--- src/rtl/hdlc_irq_pkg.sv ---
package hdlc_irq_pkg;

    typedef enum logic [1:0] {
        TX_RUN   = 2'd0,
        TX_ABORT = 2'd1,
        TX_HELD  = 2'd2
    } tx_state_e;

    typedef enum logic {
        RX_BELOW = 1'b0,
        RX_ABOVE = 1'b1
    } rx_state_e;

    localparam int unsigned STAT_W      = 8;
    localparam int unsigned BITS_PER_CH = 3;
    localparam int unsigned OFS_TXRDY   = 0;
    localparam int unsigned OFS_RXFULL  = 1;
    localparam int unsigned OFS_TXUND   = 2;

    localparam logic [1:0] ADDR_STAT = 2'd0;
    localparam logic [1:0] ADDR_MASK = 2'd1;
    localparam logic [1:0] ADDR_CTRL = 2'd2;

endpackage

--- src/rtl/hdlc_tx_guard.sv ---
module hdlc_tx_guard
    import hdlc_irq_pkg::*;
#(
    parameter int unsigned DEPTH  = 64,
    parameter int unsigned THRESH = 32,
    parameter int unsigned LVL_W  = $clog2(DEPTH + 1)
) (
    input  logic             clk,
    input  logic             rst_n,
    input  logic [LVL_W-1:0] tx_space,
    input  logic             tx_busy,
    input  logic             tx_eom,
    input  logic             stat_read,
    output logic             ev_ready,
    output logic             ev_underrun,
    output logic             tx_abort,
    output logic             tx_hold
);

    localparam logic [LVL_W-1:0] FULL_SPACE = LVL_W'(DEPTH);
    localparam logic [LVL_W-1:0] BLOCK_LVL  = LVL_W'(THRESH);

    tx_state_e state_q, state_d;
    logic      room_now;
    logic      room_prev_q;
    logic      dry_frame;

    assign room_now  = (tx_space >= BLOCK_LVL);
    assign dry_frame = tx_busy && (tx_space == FULL_SPACE) && !tx_eom;

    assign ev_ready    = (state_q == TX_RUN) && room_now && !room_prev_q;
    assign ev_underrun = (state_q == TX_RUN) && dry_frame;

    always_comb begin
        state_d = state_q;
        unique case (state_q)
            TX_RUN:   if (dry_frame) state_d = TX_ABORT;
            TX_ABORT: state_d = stat_read ? TX_RUN : TX_HELD;
            TX_HELD:  if (stat_read) state_d = TX_RUN;
            default:  state_d = TX_RUN;
        endcase
    end

    always_ff @(posedge clk or negedge rst_n) begin
        if (!rst_n) begin
            state_q     <= TX_RUN;
            room_prev_q <= 1'b0;
        end else begin
            state_q     <= state_d;
            room_prev_q <= room_now && (state_q == TX_RUN);
        end
    end

    always_comb begin
        tx_abort = 1'b0;
        tx_hold  = 1'b0;
        unique case (state_q)
            TX_RUN:   ;
            TX_ABORT: begin tx_abort = 1'b1; tx_hold = 1'b1; end
            TX_HELD:  tx_hold = 1'b1;
            default:  ;
        endcase
    end

    assert_abort_single_R8: assert property (@(posedge clk) disable iff (!rst_n)
        tx_abort |=> !tx_abort);

    assert_hold_until_read_R9: assert property (@(posedge clk) disable iff (!rst_n)
        (tx_hold && !tx_abort && !stat_read) |=> tx_hold);

    assert_quiet_when_held_R9: assert property (@(posedge clk) disable iff (!rst_n)
        tx_hold |-> (!ev_ready && !ev_underrun));

endmodule

--- src/rtl/hdlc_rx_watch.sv ---
module hdlc_rx_watch
    import hdlc_irq_pkg::*;
#(
    parameter int unsigned THRESH = 32,
    parameter int unsigned LVL_W  = 7
) (
    input  logic             clk,
    input  logic             rst_n,
    input  logic [LVL_W-1:0] rx_count,
    input  logic             rx_frame_end,
    output logic             ev_full
);

    localparam logic [LVL_W-1:0] BLOCK_LVL = LVL_W'(THRESH);

    rx_state_e state_q, state_d;
    logic      past_lvl;

    assign past_lvl = (rx_count >= BLOCK_LVL);

    always_comb begin
        state_d = state_q;
        unique case (state_q)
            RX_BELOW: if (past_lvl && !rx_frame_end) state_d = RX_ABOVE;
            RX_ABOVE: if (!past_lvl) state_d = RX_BELOW;
            default:  state_d = RX_BELOW;
        endcase
    end

    always_ff @(posedge clk or negedge rst_n) begin
        if (!rst_n) state_q <= RX_BELOW;
        else        state_q <= state_d;
    end

    always_comb begin
        ev_full = 1'b0;
        unique case (state_q)
            RX_BELOW: ev_full = past_lvl && !rx_frame_end;
            RX_ABOVE: ev_full = 1'b0;
            default:  ev_full = 1'b0;
        endcase
    end

    assert_full_once_R6: assert property (@(posedge clk) disable iff (!rst_n)
        ev_full |=> !ev_full);

endmodule

--- src/rtl/hdlc_irq_regs.sv ---
module hdlc_irq_regs
    import hdlc_irq_pkg::*;
(
    input  logic              clk,
    input  logic              rst_n,
    input  logic [1:0]        reg_addr,
    input  logic              reg_wr,
    input  logic              reg_rd,
    input  logic [7:0]        reg_wdata,
    output logic [7:0]        reg_rdata,
    input  logic [STAT_W-1:0] ev_vec,
    output logic              stat_read,
    output logic              irq,
    output logic              irq_summary
);

    logic [STAT_W-1:0] status_q, mask_q, set_v, stat_nxt;
    logic              vis_q;
    logic              irq_q;

    assign stat_read = reg_rd && (reg_addr == ADDR_STAT);
    assign set_v     = ev_vec & (~mask_q | {STAT_W{vis_q}});
    assign stat_nxt  = (stat_read ? '0 : status_q) | set_v;

    always_ff @(posedge clk or negedge rst_n) begin
        if (!rst_n) begin
            status_q <= '0;
            mask_q   <= '0;
            vis_q    <= 1'b0;
            irq_q    <= 1'b0;
        end else begin
            status_q <= stat_nxt;
            irq_q    <= |(stat_nxt & ~mask_q);
            if (reg_wr && reg_addr == ADDR_MASK) mask_q <= reg_wdata;
            if (reg_wr && reg_addr == ADDR_CTRL) vis_q  <= reg_wdata[0];
        end
    end

    always_comb begin
        reg_rdata = '0;
        if (reg_rd) begin
            unique case (reg_addr)
                ADDR_STAT: reg_rdata = status_q;
                ADDR_MASK: reg_rdata = mask_q;
                ADDR_CTRL: reg_rdata = {7'd0, vis_q};
                default:   reg_rdata = '0;
            endcase
        end
    end

    assign irq         = irq_q;
    assign irq_summary = irq_q;

    assert_read_clears_R2: assert property (@(posedge clk) disable iff (!rst_n)
        (stat_read && ev_vec == '0) |=> (status_q == '0));

    assert_event_wins_R3: assert property (@(posedge clk) disable iff (!rst_n)
        (stat_read && set_v != '0) |=> ((status_q & $past(set_v)) == $past(set_v)));

    assert_hidden_not_latched_R4: assert property (@(posedge clk) disable iff (!rst_n)
        (stat_read && !vis_q && !reg_wr) |=> ((status_q & $past(mask_q)) == '0));

    assert_irq_has_source_R5: assert property (@(posedge clk) disable iff (!rst_n)
        irq_q |-> (status_q != '0));

    assert_unused_zero_R1: assert property (@(posedge clk) disable iff (!rst_n)
        status_q[STAT_W-1:STAT_W-2] == 2'b00);

endmodule

--- src/rtl/hdlc_irq_unit.sv ---
module hdlc_irq_unit
    import hdlc_irq_pkg::*;
#(
    parameter int unsigned NUM_CH = 2,
    parameter int unsigned DEPTH  = 64,
    parameter int unsigned THRESH = 32,
    parameter int unsigned LVL_W  = $clog2(DEPTH + 1)
) (
    input  logic                         clk,
    input  logic                         rst_n,
    input  logic [1:0]                   reg_addr,
    input  logic                         reg_wr,
    input  logic                         reg_rd,
    input  logic [7:0]                   reg_wdata,
    output logic [7:0]                   reg_rdata,
    input  logic [NUM_CH-1:0][LVL_W-1:0] tx_space,
    input  logic [NUM_CH-1:0]            tx_busy,
    input  logic [NUM_CH-1:0]            tx_eom,
    input  logic [NUM_CH-1:0][LVL_W-1:0] rx_count,
    input  logic [NUM_CH-1:0]            rx_frame_end,
    output logic [NUM_CH-1:0]            tx_abort,
    output logic [NUM_CH-1:0]            tx_hold,
    output logic                         irq,
    output logic                         irq_summary
);

    localparam int unsigned USED_BITS = NUM_CH * BITS_PER_CH;

    logic [NUM_CH-1:0] ev_rdy, ev_und, ev_full;
    logic [STAT_W-1:0] ev_vec;
    logic              stat_read;

    for (genvar c = 0; c < NUM_CH; c++) begin : g_ch
        hdlc_tx_guard #(
            .DEPTH (DEPTH),
            .THRESH(THRESH),
            .LVL_W (LVL_W)
        ) u_tx (
            .clk        (clk),
            .rst_n      (rst_n),
            .tx_space   (tx_space[c]),
            .tx_busy    (tx_busy[c]),
            .tx_eom     (tx_eom[c]),
            .stat_read  (stat_read),
            .ev_ready   (ev_rdy[c]),
            .ev_underrun(ev_und[c]),
            .tx_abort   (tx_abort[c]),
            .tx_hold    (tx_hold[c])
        );

        hdlc_rx_watch #(
            .THRESH(THRESH),
            .LVL_W (LVL_W)
        ) u_rx (
            .clk         (clk),
            .rst_n       (rst_n),
            .rx_count    (rx_count[c]),
            .rx_frame_end(rx_frame_end[c]),
            .ev_full     (ev_full[c])
        );
    end

    always_comb begin
        ev_vec = '0;
        for (int c = 0; c < NUM_CH; c++) begin
            ev_vec[c*BITS_PER_CH + OFS_TXRDY]  = ev_rdy[c];
            ev_vec[c*BITS_PER_CH + OFS_RXFULL] = ev_full[c];
            ev_vec[c*BITS_PER_CH + OFS_TXUND]  = ev_und[c];
        end
    end

    hdlc_irq_regs u_regs (
        .clk        (clk),
        .rst_n      (rst_n),
        .reg_addr   (reg_addr),
        .reg_wr     (reg_wr),
        .reg_rd     (reg_rd),
        .reg_wdata  (reg_wdata),
        .reg_rdata  (reg_rdata),
        .ev_vec     (ev_vec),
        .stat_read  (stat_read),
        .irq        (irq),
        .irq_summary(irq_summary)
    );

    initial begin
        if (USED_BITS > STAT_W - 2) $error("channel count exceeds status width");
    end

endmodule

--- config.mk ---
export PLATFORM = sky130hd
export DESIGN_NAME = hdlc_irq_unit
export DESIGN_NICKNAME = d
export VERILOG_FILES = /design/src/rtl/hdlc_irq_pkg.sv /design/src/rtl/hdlc_tx_guard.sv /design/src/rtl/hdlc_rx_watch.sv /design/src/rtl/hdlc_irq_regs.sv /design/src/rtl/hdlc_irq_unit.sv
export SDC_FILE = /design/constraint.sdc
export NUM_CORES = 1
export LEC_CHECK = 0
export ABC_AREA = 1
export CAP_MARGIN = 20
export CORE_ASPECT_RATIO = 1.1
export CORE_MARGIN = 2
export CORE_UTILIZATION = 45
export DETAILED_ROUTE_END_ITERATION = 7
export PLACE_DENSITY_LB_ADDON = 0.2
export SYNTH_ARGS = -nofsm -noshare
export SYNTH_HDL_FRONTEND = slang
export SYNTH_SLANG_ARGS = --single-unit
--- constraint.sdc ---
create_clock -name clk -period 2.73 [get_ports clk]
set_input_delay 0.546 -clock clk [delete_from_list [all_inputs] [get_ports clk]]
set_output_delay 0.546 -clock clk [all_outputs]
set_load 0.05 [all_outputs]
==> results.cfg <==
[logic_synthesis]
yosysUniqueCellTypes = 22
syn_nets = 239
netlist_top_cells_area = dfrtp_1, nand2_1, inv_1, nor2_1, ha_1
synth_seq_area_share_pct = 44.4
ys_ff_latch = 26
synth_top_area_cell = dfrtp_1
synthCells = 185
synth_area_mm2 = 0.00146
syn_area_per_cell_um2 = 7.91
yosysTopAreaCellShare_pct = 44.4
yosysWarningCount = 0

[worst_setup_path]
r2r-start = g_ch[1].u_tx.state_q[0]$_DFFE_PN0P_
r2r_end = u_regs.irq$_DFF_PN0_
cpPeakStageDelay_ns = 0.51
crit_path_start_kind = input port
worstSetupPathType = input port to output pin
crit_path_top_delay_cell = clkdlybuf4s50_1
endpoint = reg_rdata[3]
r2r_setup_slack_ns = 1.38
cp-end-kind = output pin
worstPathArrival_ns = 1.97
ff2ff_path_depth = 10
startpoint = reg_addr[1]
crit_fanout = 8
worstPathCellList = clkdlybuf4s50_1 -> nor2_2 -> nand2_2 -> inv_1 -> a32o_1 -> buf_12
cp.required_ns = 2.18

[timing]
worst_pin_slew_ns = 0.500
max_slew_margin_pct = 66.6
fin_tns_setup_ns = 0
worst_hold_slack_ns = 0.510
setup_violations = 0
rsz0062_at_grt = false
fin_crit_sh_pct = 92.1
worst_clock_skew_ns = 0.00994
hold_violations = 0
min_period_ns = 2.52
slew_viol_final = 0
max_freq_mhz = 398
setup_slack_ns = 0.214

[layout]
final_cell_mix = nand2_1, clkdlybuf4s50_1, inv_1, dfrtp_1, nor2_1
antennaDiodeCount = 0
nets = 290
fin_area_mm2 = 0.00211
syn2layout_area_growth_pct = 44.4
stdcell_count = 269
drive_above_1_share_pct = 11.5
mostFrequentLayoutCell = nand2_1

[route]
drc = 0
vias_per_cell = 4.97
drtIter0Drc = 33
routed_wirelength_um = 3100
wl_per_cell_um = 11.5
ant_nets = 0
first_pass_iters = 4
vias = 1337

[cts]
ctsResizeCount = 0
root_buffer = clkbuf_4
cts_tree = yes
clock_path_buffers = 2
cts.clk_slew.worst_paths_ns = 0.14
cts_setup_buffers = 0
numCtsBuffers = 3
clkLatencyLatePin_ns = 0.34
cts_hold_buffers = 0
h-tree-depth = 1
cts.sinks = 26

[grt]
grt_pass1_vias = 1369
antenna_found_initial = 0
grtUsageTotal_pct = 18.4
grt_pass1_wl_um = 5380
overflow = 0
grt_max_degree = 27

[run_status]
status = finished clean

[placed_design]
gp_congestion = 0.786
dpl.hpwl_um = 2390
post_dp_cell_area_mm2 = 0.00206
io_buffers = 51
post-place-ws_ns = 0.214
dp_cells = 265

[job]
maxCapViolCount = 0

[floorplanning]
die_h_um = 63.8
fp.coreArea_mm2 = 0.00307
start_util_pct = 47.6
ios = 62
dieArea_mm2 = 0.00373
fp-row-count = 21
die_x_um = 58.4

[power]
power-per-cell-area_mw_per_mm2 = 756
p_leak_nw = 1.02
peakVddDrop_uv = 720

[min_path]
hp-class = register to register
## cell type report
class | count | area (um^2)
clock inverters | 1 | 30.0
multi-input cells | 125 | 657
inverters | 26 | 97.6
clock buffers | 3 | 22.5
flip-flops and latches | 26 | 651
repair buffers | 54 | 613
fillers | 253 | 961
well taps | 34 | 42.5
## critical path: cells and delay by family
family | cells | cell delay, ns
buf+inv | 3 | 0.90
simple gates | 2 | 0.27
compound gates | 1 | 0.24
## power breakdown
group	internal, W	switching, W	total, W
clock	0.000149	0.000123	0.000272
sequential	0.000484	0.0000645	0.000549
combinational	0.000304	0.000474	0.000778
## cell usage after synthesis
master	count
inv_1	26
buf_6	1
o21a_1	2
nor3_1	3
nand3b_1	1
a32o_1	6
nand2_1	44
nand3_1	12
nor2_1	23
o211ai_1	1
mux2_2	2
nor2_2	1
buf_4	5
dfrtp_1	26
nand2_2	6
buf_2	2
o21ai_1	2
or2_2	2
nor2_4	1
ha_1	6
o21ai_0	4
a21oi_1	9
## worst min path at each step
stage                                    from                        endpoint  slack (ns)  cells after the start
2_1_floorplan                           rst_n  g_ch[0].u_rx.state_q$_DFF_PN0_        0.25                      0
3_3_place_gp   g_ch[0].u_rx.state_q$_DFF_PN0_  g_ch[0].u_rx.state_q$_DFF_PN0_        0.47                      1
3_5_place_dp   g_ch[1].u_rx.state_q$_DFF_PN0_  g_ch[1].u_rx.state_q$_DFF_PN0_        0.48                      1
4_1_cts        g_ch[0].u_rx.state_q$_DFF_PN0_  g_ch[0].u_rx.state_q$_DFF_PN0_        0.51                      1
5_1_grt        g_ch[1].u_rx.state_q$_DFF_PN0_  g_ch[1].u_rx.state_q$_DFF_PN0_        0.53                      1
6_report       g_ch[0].u_rx.state_q$_DFF_PN0_  g_ch[0].u_rx.state_q$_DFF_PN0_        0.51                      1
## per-stage QoR
| step | total power [W] | utilization, % |
|---|---|---|
| finish | 0.00160 | 68.7 |
| global route | 0.00169 | 68.7 |
| CTS | 0.00160 | 68.7 |
| detailed placement | 0.00133 | 67.0 |
| global placement | 0.00132 | 67.0 |
| floorplan | 0.00112 | - |
## logic make-up after synthesis
logic type      share of synthesized area, %
compound gates                          10.8
fa+ha+maj                               5.13
buf+inv                                 10.7
flops                                   44.4
mux                                     1.54
simple gates                            27.4
## flip-flops by register name (all words and copies together) (netlist names)
register               count
u_regs.mask_q              8
u_regs.irq                 1
u_regs.vis_q               1
u_regs.status_q            8
g_ch.u_rx.state_q          2
g_ch.u_tx.room_prev_q      2
g_ch.u_tx.state_q          4
## layer usage
metal,routed length (um),vias up,GRT usage [%],share of wire [%]
met5,0,-,0,0
met4,61,0,7.85,2.0
met3,117,6,2.43,3.8
met1,1330,617,21.0,43
li1,-,683,-,-
met2,1590,31,33.3,51
No activity file was read; power rests on OpenSTA's default activity.
